$ cat config.mk
export PLATFORM = sky130hd
export DESIGN_NAME = acc_bmu
export DESIGN_NICKNAME = d
export VERILOG_FILES = /design/src/rtl/acc_bmu_pkg.sv /design/src/rtl/bmu_decode.sv /design/src/rtl/bmu_shift.sv /design/src/rtl/bmu_lsc.sv /design/src/rtl/bmu_field.sv /design/src/rtl/acc_bmu.sv
export SDC_FILE = /design/constraint.sdc
export NUM_CORES = 1
export LEC_CHECK = 0
export ABC_AREA = 0
export BUFFER_PORTS_ARGS = -buffer_cell sky130_fd_sc_hd__buf_2
export CAP_MARGIN = 20
export CORE_MARGIN = 2
export CORE_UTILIZATION = 45
export CTS_CLUSTER_DIAMETER = 120
export DETAILED_ROUTE_END_ITERATION = 8
export GPL_ROUTABILITY_DRIVEN = 0
export PLACE_DENSITY = 0.67
export SYNTH_ARGS = -nofsm -noshare
export SYNTH_HDL_FRONTEND = slang
export SYNTH_HIERARCHICAL = 1
export SYNTH_SLANG_ARGS = --single-unit
$ cat constraint.sdc
create_clock -name clk -period 0.9 [get_ports clk]
set_input_delay 0.18 -clock clk [delete_from_list [all_inputs] [get_ports clk]]
set_output_delay 0.18 -clock clk [all_outputs]
set_load 0.05 [all_outputs]
$ cat src/rtl/acc_bmu_pkg.sv
package acc_bmu_pkg;

    typedef enum logic [2:0] {
        OP_NONE,
        OP_SHIFT,
        OP_EXP,
        OP_NORM,
        OP_EXTS,
        OP_EXTZ,
        OP_INS,
        OP_XCHG
    } bmu_op_e;

    typedef enum logic [1:0] {
        SRC_AR,
        SRC_ACC,
        SRC_IMM
    } bmu_src_e;

    typedef struct packed {
        bmu_op_e    op;
        logic       left;
        logic       arith;
        bmu_src_e   src;
        logic [1:0] ar_idx;
        logic       alt_idx;
    } bmu_dec_t;

endpackage

$ cat src/rtl/bmu_decode.sv
module bmu_decode
    import acc_bmu_pkg::*;
(
    input  logic [3:0] func_i,
    input  logic [3:0] aux_i,
    output bmu_dec_t   dec_o
);

    always_comb begin
        dec_o         = '0;
        dec_o.op      = OP_NONE;
        dec_o.src     = SRC_AR;
        dec_o.ar_idx  = aux_i[1:0];
        dec_o.alt_idx = aux_i[0];
        case (func_i)
            4'b0000: begin
                if (aux_i[3:2] == 2'b00) begin
                    dec_o.op = OP_SHIFT;
                end else if (aux_i[3:2] == 2'b10) begin
                    dec_o.op    = OP_SHIFT;
                    dec_o.arith = 1'b1;
                end else if (aux_i == 4'b1100) begin
                    dec_o.op = OP_EXP;
                end
            end
            4'b0001: begin
                dec_o.left = 1'b1;
                if (aux_i[3:2] == 2'b00) begin
                    dec_o.op = OP_SHIFT;
                end else if (aux_i[3:2] == 2'b10) begin
                    dec_o.op    = OP_SHIFT;
                    dec_o.arith = 1'b1;
                end else if (aux_i[3:2] == 2'b11) begin
                    dec_o.op = OP_NORM;
                end
            end
            4'b1000, 4'b1001, 4'b1100, 4'b1101: begin
                dec_o.left = func_i[0];
                dec_o.src  = func_i[2] ? SRC_IMM : SRC_ACC;
                if (aux_i == 4'b0000) begin
                    dec_o.op = OP_SHIFT;
                end else if (aux_i == 4'b1000) begin
                    dec_o.op    = OP_SHIFT;
                    dec_o.arith = 1'b1;
                end
            end
            4'b1110: begin
                dec_o.src = SRC_IMM;
                case (aux_i)
                    4'b0000: dec_o.op = OP_EXTS;
                    4'b0100: dec_o.op = OP_EXTZ;
                    4'b1000: dec_o.op = OP_INS;
                    default: dec_o.op = OP_NONE;
                endcase
            end
            4'b0010: begin
                if (aux_i[3:2] == 2'b00) begin
                    dec_o.op = OP_EXTS;
                end else if (aux_i[3:2] == 2'b01) begin
                    dec_o.op = OP_EXTZ;
                end
            end
            4'b1010: begin
                if (aux_i[3:2] == 2'b10) begin
                    dec_o.op = OP_INS;
                end
            end
            4'b0111: begin
                if (aux_i[3:1] == 3'b000) begin
                    dec_o.op = OP_XCHG;
                end
            end
            default: dec_o.op = OP_NONE;
        endcase
    end

endmodule

$ cat src/rtl/bmu_shift.sv
module bmu_shift #(
    parameter int W     = 36,
    parameter int AMT_W = 6
) (
    input  logic [W-1:0]     data_i,
    input  logic [AMT_W-1:0] amt_i,
    input  logic             left_i,
    input  logic             arith_i,
    output logic [W-1:0]     data_o
);

    logic             amt_neg;
    logic [AMT_W-1:0] amt_mag;
    logic             go_left;

    always_comb begin
        amt_neg = amt_i[AMT_W-1];
        amt_mag = amt_neg ? (~amt_i + AMT_W'(1)) : amt_i;
        go_left = left_i ^ amt_neg;
        if (go_left) begin
            data_o = data_i << amt_mag;
        end else if (arith_i) begin
            data_o = $signed(data_i) >>> amt_mag;
        end else begin
            data_o = data_i >> amt_mag;
        end
    end

endmodule

$ cat src/rtl/bmu_lsc.sv
module bmu_lsc #(
    parameter int W       = 36,
    parameter int GUARD_W = 4,
    parameter int AMT_W   = 6
) (
    input  logic [W-1:0]     data_i,
    output logic [AMT_W-1:0] exp_o
);

    localparam int CNT_W = $clog2(W);

    logic [CNT_W-1:0] run_cnt;
    logic             in_run;

    always_comb begin
        run_cnt = '0;
        in_run  = 1'b1;
        for (int i = W - 2; i >= 0; i--) begin
            if (in_run && (data_i[i] == data_i[W-1])) begin
                run_cnt = run_cnt + CNT_W'(1);
            end else begin
                in_run = 1'b0;
            end
        end
        exp_o = AMT_W'(run_cnt) - AMT_W'(GUARD_W);
    end

endmodule

$ cat src/rtl/bmu_field.sv
module bmu_field #(
    parameter int W  = 36,
    parameter int FW = 8
) (
    input  logic [W-1:0]    src_i,
    input  logic [W-1:0]    dst_i,
    input  logic [2*FW-1:0] desc_i,
    input  logic            sign_i,
    output logic [W-1:0]    ext_o,
    output logic [W-1:0]    ins_o
);

    localparam logic [FW-1:0] W_F = FW'(W);

    logic [FW-1:0] fld_w;
    logic [FW-1:0] fld_off;
    logic [W-1:0]  fmask;
    logic [W-1:0]  imask;
    logic [W-1:0]  down;
    logic [W-1:0]  top_bit;
    logic          fill;

    always_comb begin
        fld_w   = desc_i[2*FW-1:FW];
        fld_off = desc_i[FW-1:0];
        fmask   = (fld_w >= W_F) ? '1 : ~({W{1'b1}} << fld_w);
        down    = src_i >> fld_off;
        top_bit = down >> (fld_w - FW'(1));
        fill    = sign_i && (fld_w != '0) && top_bit[0];
        ext_o   = (down & fmask) | (fill ? ~fmask : '0);
        imask   = fmask << fld_off;
        ins_o   = (dst_i & ~imask) | ((src_i << fld_off) & imask);
    end

endmodule

$ cat src/rtl/acc_bmu.sv
module acc_bmu
    import acc_bmu_pkg::*;
#(
    parameter int ACC_W   = 36,
    parameter int AUX_W   = 16,
    parameter int NUM_AR  = 4,
    parameter int AMT_W   = 6,
    parameter int GUARD_W = 4,
    parameter int IMM_W   = 16,
    parameter int FW      = 8
) (
    input  logic                          clk,
    input  logic                          rst_n,
    input  logic                          valid_i,
    input  logic [3:0]                    func_i,
    input  logic [3:0]                    aux_i,
    input  logic [ACC_W-1:0]              src_acc_i,
    input  logic [AMT_W-1:0]              amt_acc_i,
    input  logic [ACC_W-1:0]              dst_acc_i,
    input  logic [ACC_W-1:0]              alt0_i,
    input  logic [ACC_W-1:0]              alt1_i,
    input  logic [NUM_AR-1:0][AUX_W-1:0]  ar_i,
    input  logic [IMM_W-1:0]              imm_i,
    output logic [ACC_W-1:0]              res_o,
    output logic                          res_vld_o,
    output logic                          zero_o,
    output logic                          neg_o,
    output logic                          illegal_o,
    output logic                          ar_wr_o,
    output logic [$clog2(NUM_AR)-1:0]     ar_sel_o,
    output logic [AUX_W-1:0]              ar_wdata_o,
    output logic                          alt_wr_o,
    output logic                          alt_sel_o,
    output logic [ACC_W-1:0]              alt_wdata_o
);

    localparam int AR_SEL_W = $clog2(NUM_AR);
    localparam int DESC_W   = 2 * FW;

    typedef struct packed {
        logic [ACC_W-1:0]    res;
        logic                vld;
        logic                zero;
        logic                neg;
        logic                ill;
        logic                ar_wr;
        logic [AR_SEL_W-1:0] ar_sel;
        logic [AUX_W-1:0]    ar_wdata;
        logic                alt_wr;
        logic                alt_sel;
        logic [ACC_W-1:0]    alt_wdata;
    } bmu_state_t;

    bmu_state_t st_d, st_q;
    bmu_dec_t   dec;

    logic [AUX_W-1:0]  ar_pick;
    logic [AMT_W-1:0]  amt_sel;
    logic [AMT_W-1:0]  sh_amt;
    logic              sh_left;
    logic              sh_arith;
    logic [ACC_W-1:0]  sh_out;
    logic [AMT_W-1:0]  exp_val;
    logic [DESC_W-1:0] desc;
    logic [ACC_W-1:0]  ext_val;
    logic [ACC_W-1:0]  ins_val;
    logic              is_norm;

    bmu_decode u_dec (
        .func_i (func_i),
        .aux_i  (aux_i),
        .dec_o  (dec)
    );

    always_comb begin
        ar_pick = ar_i[AR_SEL_W'(dec.ar_idx)];
        case (dec.src)
            SRC_ACC: amt_sel = amt_acc_i;
            SRC_IMM: amt_sel = imm_i[AMT_W-1:0];
            default: amt_sel = ar_pick[AMT_W-1:0];
        endcase
        desc     = (dec.src == SRC_IMM) ? imm_i[DESC_W-1:0] : ar_pick[DESC_W-1:0];
        is_norm  = (dec.op == OP_NORM);
        sh_amt   = is_norm ? exp_val : amt_sel;
        sh_left  = is_norm ? 1'b1 : dec.left;
        sh_arith = is_norm ? 1'b1 : dec.arith;
    end

    bmu_lsc #(
        .W       (ACC_W),
        .GUARD_W (GUARD_W),
        .AMT_W   (AMT_W)
    ) u_lsc (
        .data_i (src_acc_i),
        .exp_o  (exp_val)
    );

    bmu_shift #(
        .W     (ACC_W),
        .AMT_W (AMT_W)
    ) u_shift (
        .data_i  (src_acc_i),
        .amt_i   (sh_amt),
        .left_i  (sh_left),
        .arith_i (sh_arith),
        .data_o  (sh_out)
    );

    bmu_field #(
        .W  (ACC_W),
        .FW (FW)
    ) u_field (
        .src_i  (src_acc_i),
        .dst_i  (dst_acc_i),
        .desc_i (desc),
        .sign_i (dec.op == OP_EXTS),
        .ext_o  (ext_val),
        .ins_o  (ins_val)
    );

    always_comb begin
        logic [ACC_W-1:0] r;
        st_d        = st_q;
        st_d.vld    = 1'b0;
        st_d.ill    = 1'b0;
        st_d.ar_wr  = 1'b0;
        st_d.alt_wr = 1'b0;
        r           = '0;
        if (valid_i) begin
            case (dec.op)
                OP_SHIFT: r = sh_out;
                OP_NORM: begin
                    r             = sh_out;
                    st_d.ar_wr    = 1'b1;
                    st_d.ar_sel   = AR_SEL_W'(dec.ar_idx);
                    st_d.ar_wdata = {{(AUX_W-AMT_W){exp_val[AMT_W-1]}}, exp_val};
                end
                OP_EXP:  r = {{(ACC_W-AMT_W){exp_val[AMT_W-1]}}, exp_val};
                OP_EXTS, OP_EXTZ: r = ext_val;
                OP_INS:  r = ins_val;
                OP_XCHG: begin
                    r              = dec.alt_idx ? alt1_i : alt0_i;
                    st_d.alt_wr    = 1'b1;
                    st_d.alt_sel   = dec.alt_idx;
                    st_d.alt_wdata = src_acc_i;
                end
                default: st_d.ill = 1'b1;
            endcase
            st_d.vld  = 1'b1;
            st_d.res  = r;
            st_d.zero = (r == '0);
            st_d.neg  = r[ACC_W-1];
        end
    end

    always_ff @(posedge clk or negedge rst_n) begin
        if (!rst_n) begin
            st_q <= '0;
        end else begin
            st_q <= st_d;
        end
    end

    assign res_o       = st_q.res;
    assign res_vld_o   = st_q.vld;
    assign zero_o      = st_q.zero;
    assign neg_o       = st_q.neg;
    assign illegal_o   = st_q.ill;
    assign ar_wr_o     = st_q.ar_wr;
    assign ar_sel_o    = st_q.ar_sel;
    assign ar_wdata_o  = st_q.ar_wdata;
    assign alt_wr_o    = st_q.alt_wr;
    assign alt_sel_o   = st_q.alt_sel;
    assign alt_wdata_o = st_q.alt_wdata;

    // an accepted operation produces a valid result on the next edge
    p_vld_follows_r1: assert property (@(posedge clk) disable iff (!rst_n)
        valid_i |=> res_vld_o);

    // idle cycles drop valid and keep the result
    p_idle_hold_r1: assert property (@(posedge clk) disable iff (!rst_n)
        !valid_i |=> (!res_vld_o && $stable(res_o) && !ar_wr_o && !alt_wr_o));

    // at most one side-effect or error per result
    p_one_effect_r7: assert property (@(posedge clk) disable iff (!rst_n)
        $onehot0({ar_wr_o, alt_wr_o, illegal_o}));

    // undefined codes give a zero, valid result
    p_illegal_zero_r12: assert property (@(posedge clk) disable iff (!rst_n)
        illegal_o |-> (res_vld_o && res_o == '0));

    // normalization count stays inside the exponent range
    p_exp_range_r6: assert property (@(posedge clk) disable iff (!rst_n)
        ar_wr_o |-> ($signed(ar_wdata_o) >= -GUARD_W && $signed(ar_wdata_o) <= ACC_W - 1 - GUARD_W));

    // exchange strobe only with a valid result
    p_xchg_valid_r11: assert property (@(posedge clk) disable iff (!rst_n)
        alt_wr_o |-> res_vld_o);

endmodule

==> results of run 1 <==
metal layers:
layer / overflow / global-route usage [%]
met2: 0 / 77.5
met4: 1 / 58.4
met1: 0 / 65.7
met3: 0 / 55.9
met5: 0 / 39.2
Yosys cell counts, drive strengths merged (41+ instances only):
| cell | number |
|---|---|
| mux2 | 195 |
| nand3 | 138 |
| a21oi | 206 |
| xnor2 | 57 |
| nor4 | 42 |
| a22oi | 54 |
| nor3 | 86 |
| nand2 | 393 |
| o21ai | 218 |
| dfrtp | 86 |
| inv | 53 |
| mux2i | 236 |
| mux4 | 48 |
| o211ai | 61 |
| buf | 173 |
| o22ai | 76 |
| clkbuf | 148 |
| nor2 | 328 |
| a31oi | 41 |
kinds of logic after synthesis:
family / after synthesis / share of synthesized area (%)
AO/OA/AOI/OAI: 1083 / 30.4
multiplexers: 479 / 22.7
flip-flops: 86 / 8.63
XOR/XNOR: 99 / 4.78
adder cells (fa/ha/maj): 41 / 2.02
buffers and inverters: 377 / 7.26
AND/OR/NAND/NOR: 1254 / 24.1
through the flow:
step | setup TNS [ns] | utilization [%]
after CTS | -907.34 | 69.4
after detailed placement | -944.41 | 65.2
after global placement | -918.81 | 65.2
after floorplan | -890.39 | -
what timing repair did:
item / CTS
buffers inserted: 85
pin swaps: 138
resized for setup: 327
hold buffers: 1
endpoints found under the setup margin: 182
gates cloned: 1
hold endpoints to repair: 86
==> impl_metrics.json, run 1 <==
{
  "cts.sinks": 86,
  "netlist_area_mm2": 0.0249,
  "chipHeight_um": 239,
  "synthArstFlopShare_pct": 100,
  "grtUsageTotal_pct": 65.2,
  "synth_largest_area_cell": "mux2i_1",
  "synthesis.nets": 3697,
  "ys.flop_type": "dfrtp_1",
  "cts_max_path_buffers": 2,
  "synth_edf_count": 0,
  "yosys.area.top_type_share_pct": 9.39,
  "overflow": 1,
  "h-tree-depth": 3,
  "error_line": "[ERROR GRT-0232] Routing congestion too high. Check the congestion heatmap in the GUI.",
  "dieWidth_um": 239,
  "syn_avg_cell_area_um2": 7.30,
  "io_pins": 338,
  "synth_warnings": 6,
  "start_util_pct": 45.4,
  "yosys.cell_types.count": 137,
  "worstEndpointGrtRepair": "zero_o$_DFFE_PN0P_/D",
  "clockRootBuffer": "clkbuf_16",
  "endpoint_type": "sequential cell input",
  "cts_buffers": 9,
  "yosys_register_bits": 86,
  "grt_max_degree": 57,
  "ys_seq_area_share_pct": 8.63,
  "hpwl_mm": 102,
  "lastStage": "5_1_grt",
  "pre_cts_ws_ns": -21.42,
  "status": "stopped before the end",
  "place_inst": 5421,
  "place_area_mm2": 0.0359,
  "port_buffers": 337,
  "synthTopCellsByArea": "mux2i_1, mux2_2, dfrtp_1",
  "rows": 86,
  "synth_cells": 3419
}
==> run 2: changes to the inputs <==
CORE_UTILIZATION = 30   (was 45)
CTS_CLUSTER_DIAMETER = unset   (was 120)
PLACE_DENSITY = unset   (was 0.67)
PLACE_DENSITY_LB_ADDON = 0.15   (was unset)
clock period = 1.2 ns   (was 0.9 ns; I/O delays follow)
==> impl_metrics.json, run 2 <==
{
  "status": "complete, but fails checks",
  "violations": "setup timing",
  "cp_common_cell": "ha_1",
  "drc": 0,
  "tritoncts": "built",
  "h-tree-depth": 3,
  "synth-xor-area-share_pct": 4.78,
  "synth_compound_area_share_pct": 30.4,
  "fin_util_pct": 50.5,
  "die_area_mm2": 0.0855,
  "grtUsageTotal_pct": 32.4,
  "r2r_start": "ar_wdata_o[5]",
  "synthesis.nets": 3697,
  "crit_required_ns": 1.52,
  "mostFrequentLayoutCells": "buf_4, nand2_1, buf_2",
  "min_from": "src_acc_i[2]",
  "r2r_setup_slack_ns": 0.33,
  "ys.flop_type": "dfrtp_1",
  "crit_type": "in2reg",
  "grt_first_pass_wirelength_mm": 212,
  "startpoint_type": "input port",
  "io_pins": 338,
  "skew_ns": 0,
  "synthAdderAreaFrac_pct": 2.02,
  "syn_avg_cell_area_um2": 7.30,
  "clk_pin_slew_ns": 0.08,
  "fillers": 7866,
  "yosys_register_bits": 86,
  "cts_max_path_buffers": 2,
  "whs_endpoint": "alt_wdata_o[2]",
  "min_period_over_period_pct": 1820,
  "total_leakage_power_nw": 18.5,
  "synth_top_family_by_area": "compound AO/OA/AOI/OAI gates",
  "synth.most_common_cell": "nand2_1",
  "via_per_inst": 5.96,
  "nets": 5207,
  "area_growth_pct": 66.3,
  "multi_input_area_mm2": 0.0235,
  "synth_cells": 3419,
  "timing.fmax_ghz": 0.0459,
  "chipHeight_um": 292,
  "slew_headroom_pct": 24.5,
  "yosys.cell_types.count": 137,
  "drt-pass1-iter-count": 8,
  "cp_slowest_cell": "or4_1",
  "finalSetupViolCount": 182,
  "drtIter0Drc": 4654,
  "cap_viol_max_count": 0,
  "dieWidth_um": 292,
  "tightest_slew_ns": 1.13,
  "regArea_mm2": 0.00215,
  "antenna_found_initial": 4,
  "layout_commonest_cell": "buf_4",
  "yosys.area.top_type_share_pct": 9.39,
  "wl_per_cell_um": 24.6,
  "vias": 35806,
  "period_minus_slack_ns": 21.79,
  "netlist_area_mm2": 0.0249,
  "ant_nets": 0,
  "fin_ws_ns": -20.59,
  "yosys.area_share.simple_pct": 24.1,
  "drive_gt1_share_pct": 51.5,
  "first_global_vias": 33529,
  "min_path_cells": 2,
  "hold_slack_ns": 0.147,
  "core_mm2": 0.0822,
  "cts.sinks": 86,
  "cp.arrival_ns": 22.11,
  "synthArstFlopShare_pct": 100,
  "fin_setup_tns_ns": -883.25,
  "critPathMaxStageDelay_ns": 0.54,
  "synth_common_cells": "nand2_1, nor2_1, mux2i_1, o21ai_0, a21oi_1",
  "crit_path_max_fanout": 6,
  "place_area_mm2": 0.0370,
  "end_kind": "flip-flop",
  "grt_max_degree": 48,
  "synth_largest_area_cell": "mux2i_1",
  "ir_drop_v": 0.000771,
  "synth_edf_count": 0,
  "hp-class": "in2reg",
  "power_mw": 43.2,
  "cts_buffers": 9,
  "ys_seq_area_share_pct": 8.63,
  "wl_mm": 148,
  "clockRootBuffer": "clkbuf_16",
  "postLayoutCellArea_mm2": 0.0415,
  "synth_mux_area_share_pct": 22.7,
  "port_buffers": 337,
  "maxSlewViolCount": 0,
  "synthTopCellsByArea": "mux2i_1, mux2_2, dfrtp_1",
  "hpwl_mm": 116,
  "rows": 105,
  "insertion_delay_ns": 0.41,
  "synth_warnings": 6,
  "finalHoldViolCount": 0,
  "p_per_area_mw_per_mm2": 1040,
  "rr_endpoint": "ar_wdata_o[5]",
  "start_util_pct": 30.3,
  "overflow": 0,
  "rsz0062_at_grt": "true",
  "ff2ff_path_depth": 1
}
[run 2: worst max path at each step]
stage / start / to / slack [ns] / cells after the start
2_1_floorplan: src_acc_i[35] / zero_o / -20.93 / 130
3_3_place_gp: src_acc_i[35] / zero_o / -20.92 / 124
3_5_place_dp: src_acc_i[35] / zero_o / -21.31 / 125
4_1_cts: src_acc_i[35] / zero_o / -20.38 / 125
5_1_grt: src_acc_i[35] / zero_o / -21.73 / 124
6_report: src_acc_i[35] / zero_o / -20.59 / 124
[run 2: stage by stage]
stage / setup slack (ns) / instances
global route: -21.73 / 6006
floorplan: -20.93 / 3419
global placement: -20.92 / 5815
detailed placement: -21.31 / 5815
finish: -20.59 / 6007
CTS: -20.38 / 5936
[run 2: what timing repair did]
action	in CTS	in global routing
buffers inserted	106	75
hold buffers	1	0
pin swaps	137	153
resized for setup	335	291
cloned	6	1
endpoints found under the setup margin	182	182
endpoints found under the hold margin	9	0
[run 2: routing by layer]
metal	up-vias	wire [µm]	GRT usage, %
met2	2102	64000	50.1
met4	4	8880	14.9
met5	-	75	0
met3	507	15300	8.49
met1	17050	59400	42.0
li1	16143	-	-
[run 2: logic make-up after synthesis]
| family | count (synthesis) |
|---|---|
| simple gates | 1254 |
| compound gates | 1083 |
| mux | 479 |
| buf+inv | 377 |
| xor+xnor | 99 |
| flops | 86 |
| fa+ha+maj | 41 |
[run 2: area by class of cell]
cell class,count,area share [%]
tap,1070,3.23
inverter,56,0.507
multi-input combinational,2956,56.7
timing repair buffer,1820,33.7
clock inverter,7,0.169
clock buffer,9,0.543
antenna,3,0.0181
sequential,86,5.19
[run 2: power breakdown]
| part | leakage, nW | switching (mW) | internal [mW] | total (mW) |
|---|---|---|---|---|
| combinational | 17.2 | 19.8 | 17.1 | 36.9 |
| sequential | 1.14 | 0.147 | 3.11 | 3.25 |
| clock | 0.134 | 1.61 | 1.45 | 3.07 |
[run 2: critical path, delay by kind of cell]
kind	cells	cell delay, ns
and+or+nand+nor	28	3.51
AOI/OAI and AO/OA	40	5.80
adders and majority gates	32	8.42
buffers and inverters	7	0.64
muxes	15	3.02
xor gates and xnor gates	2	0.42
No activity file was read; power rests on OpenSTA's default activity.
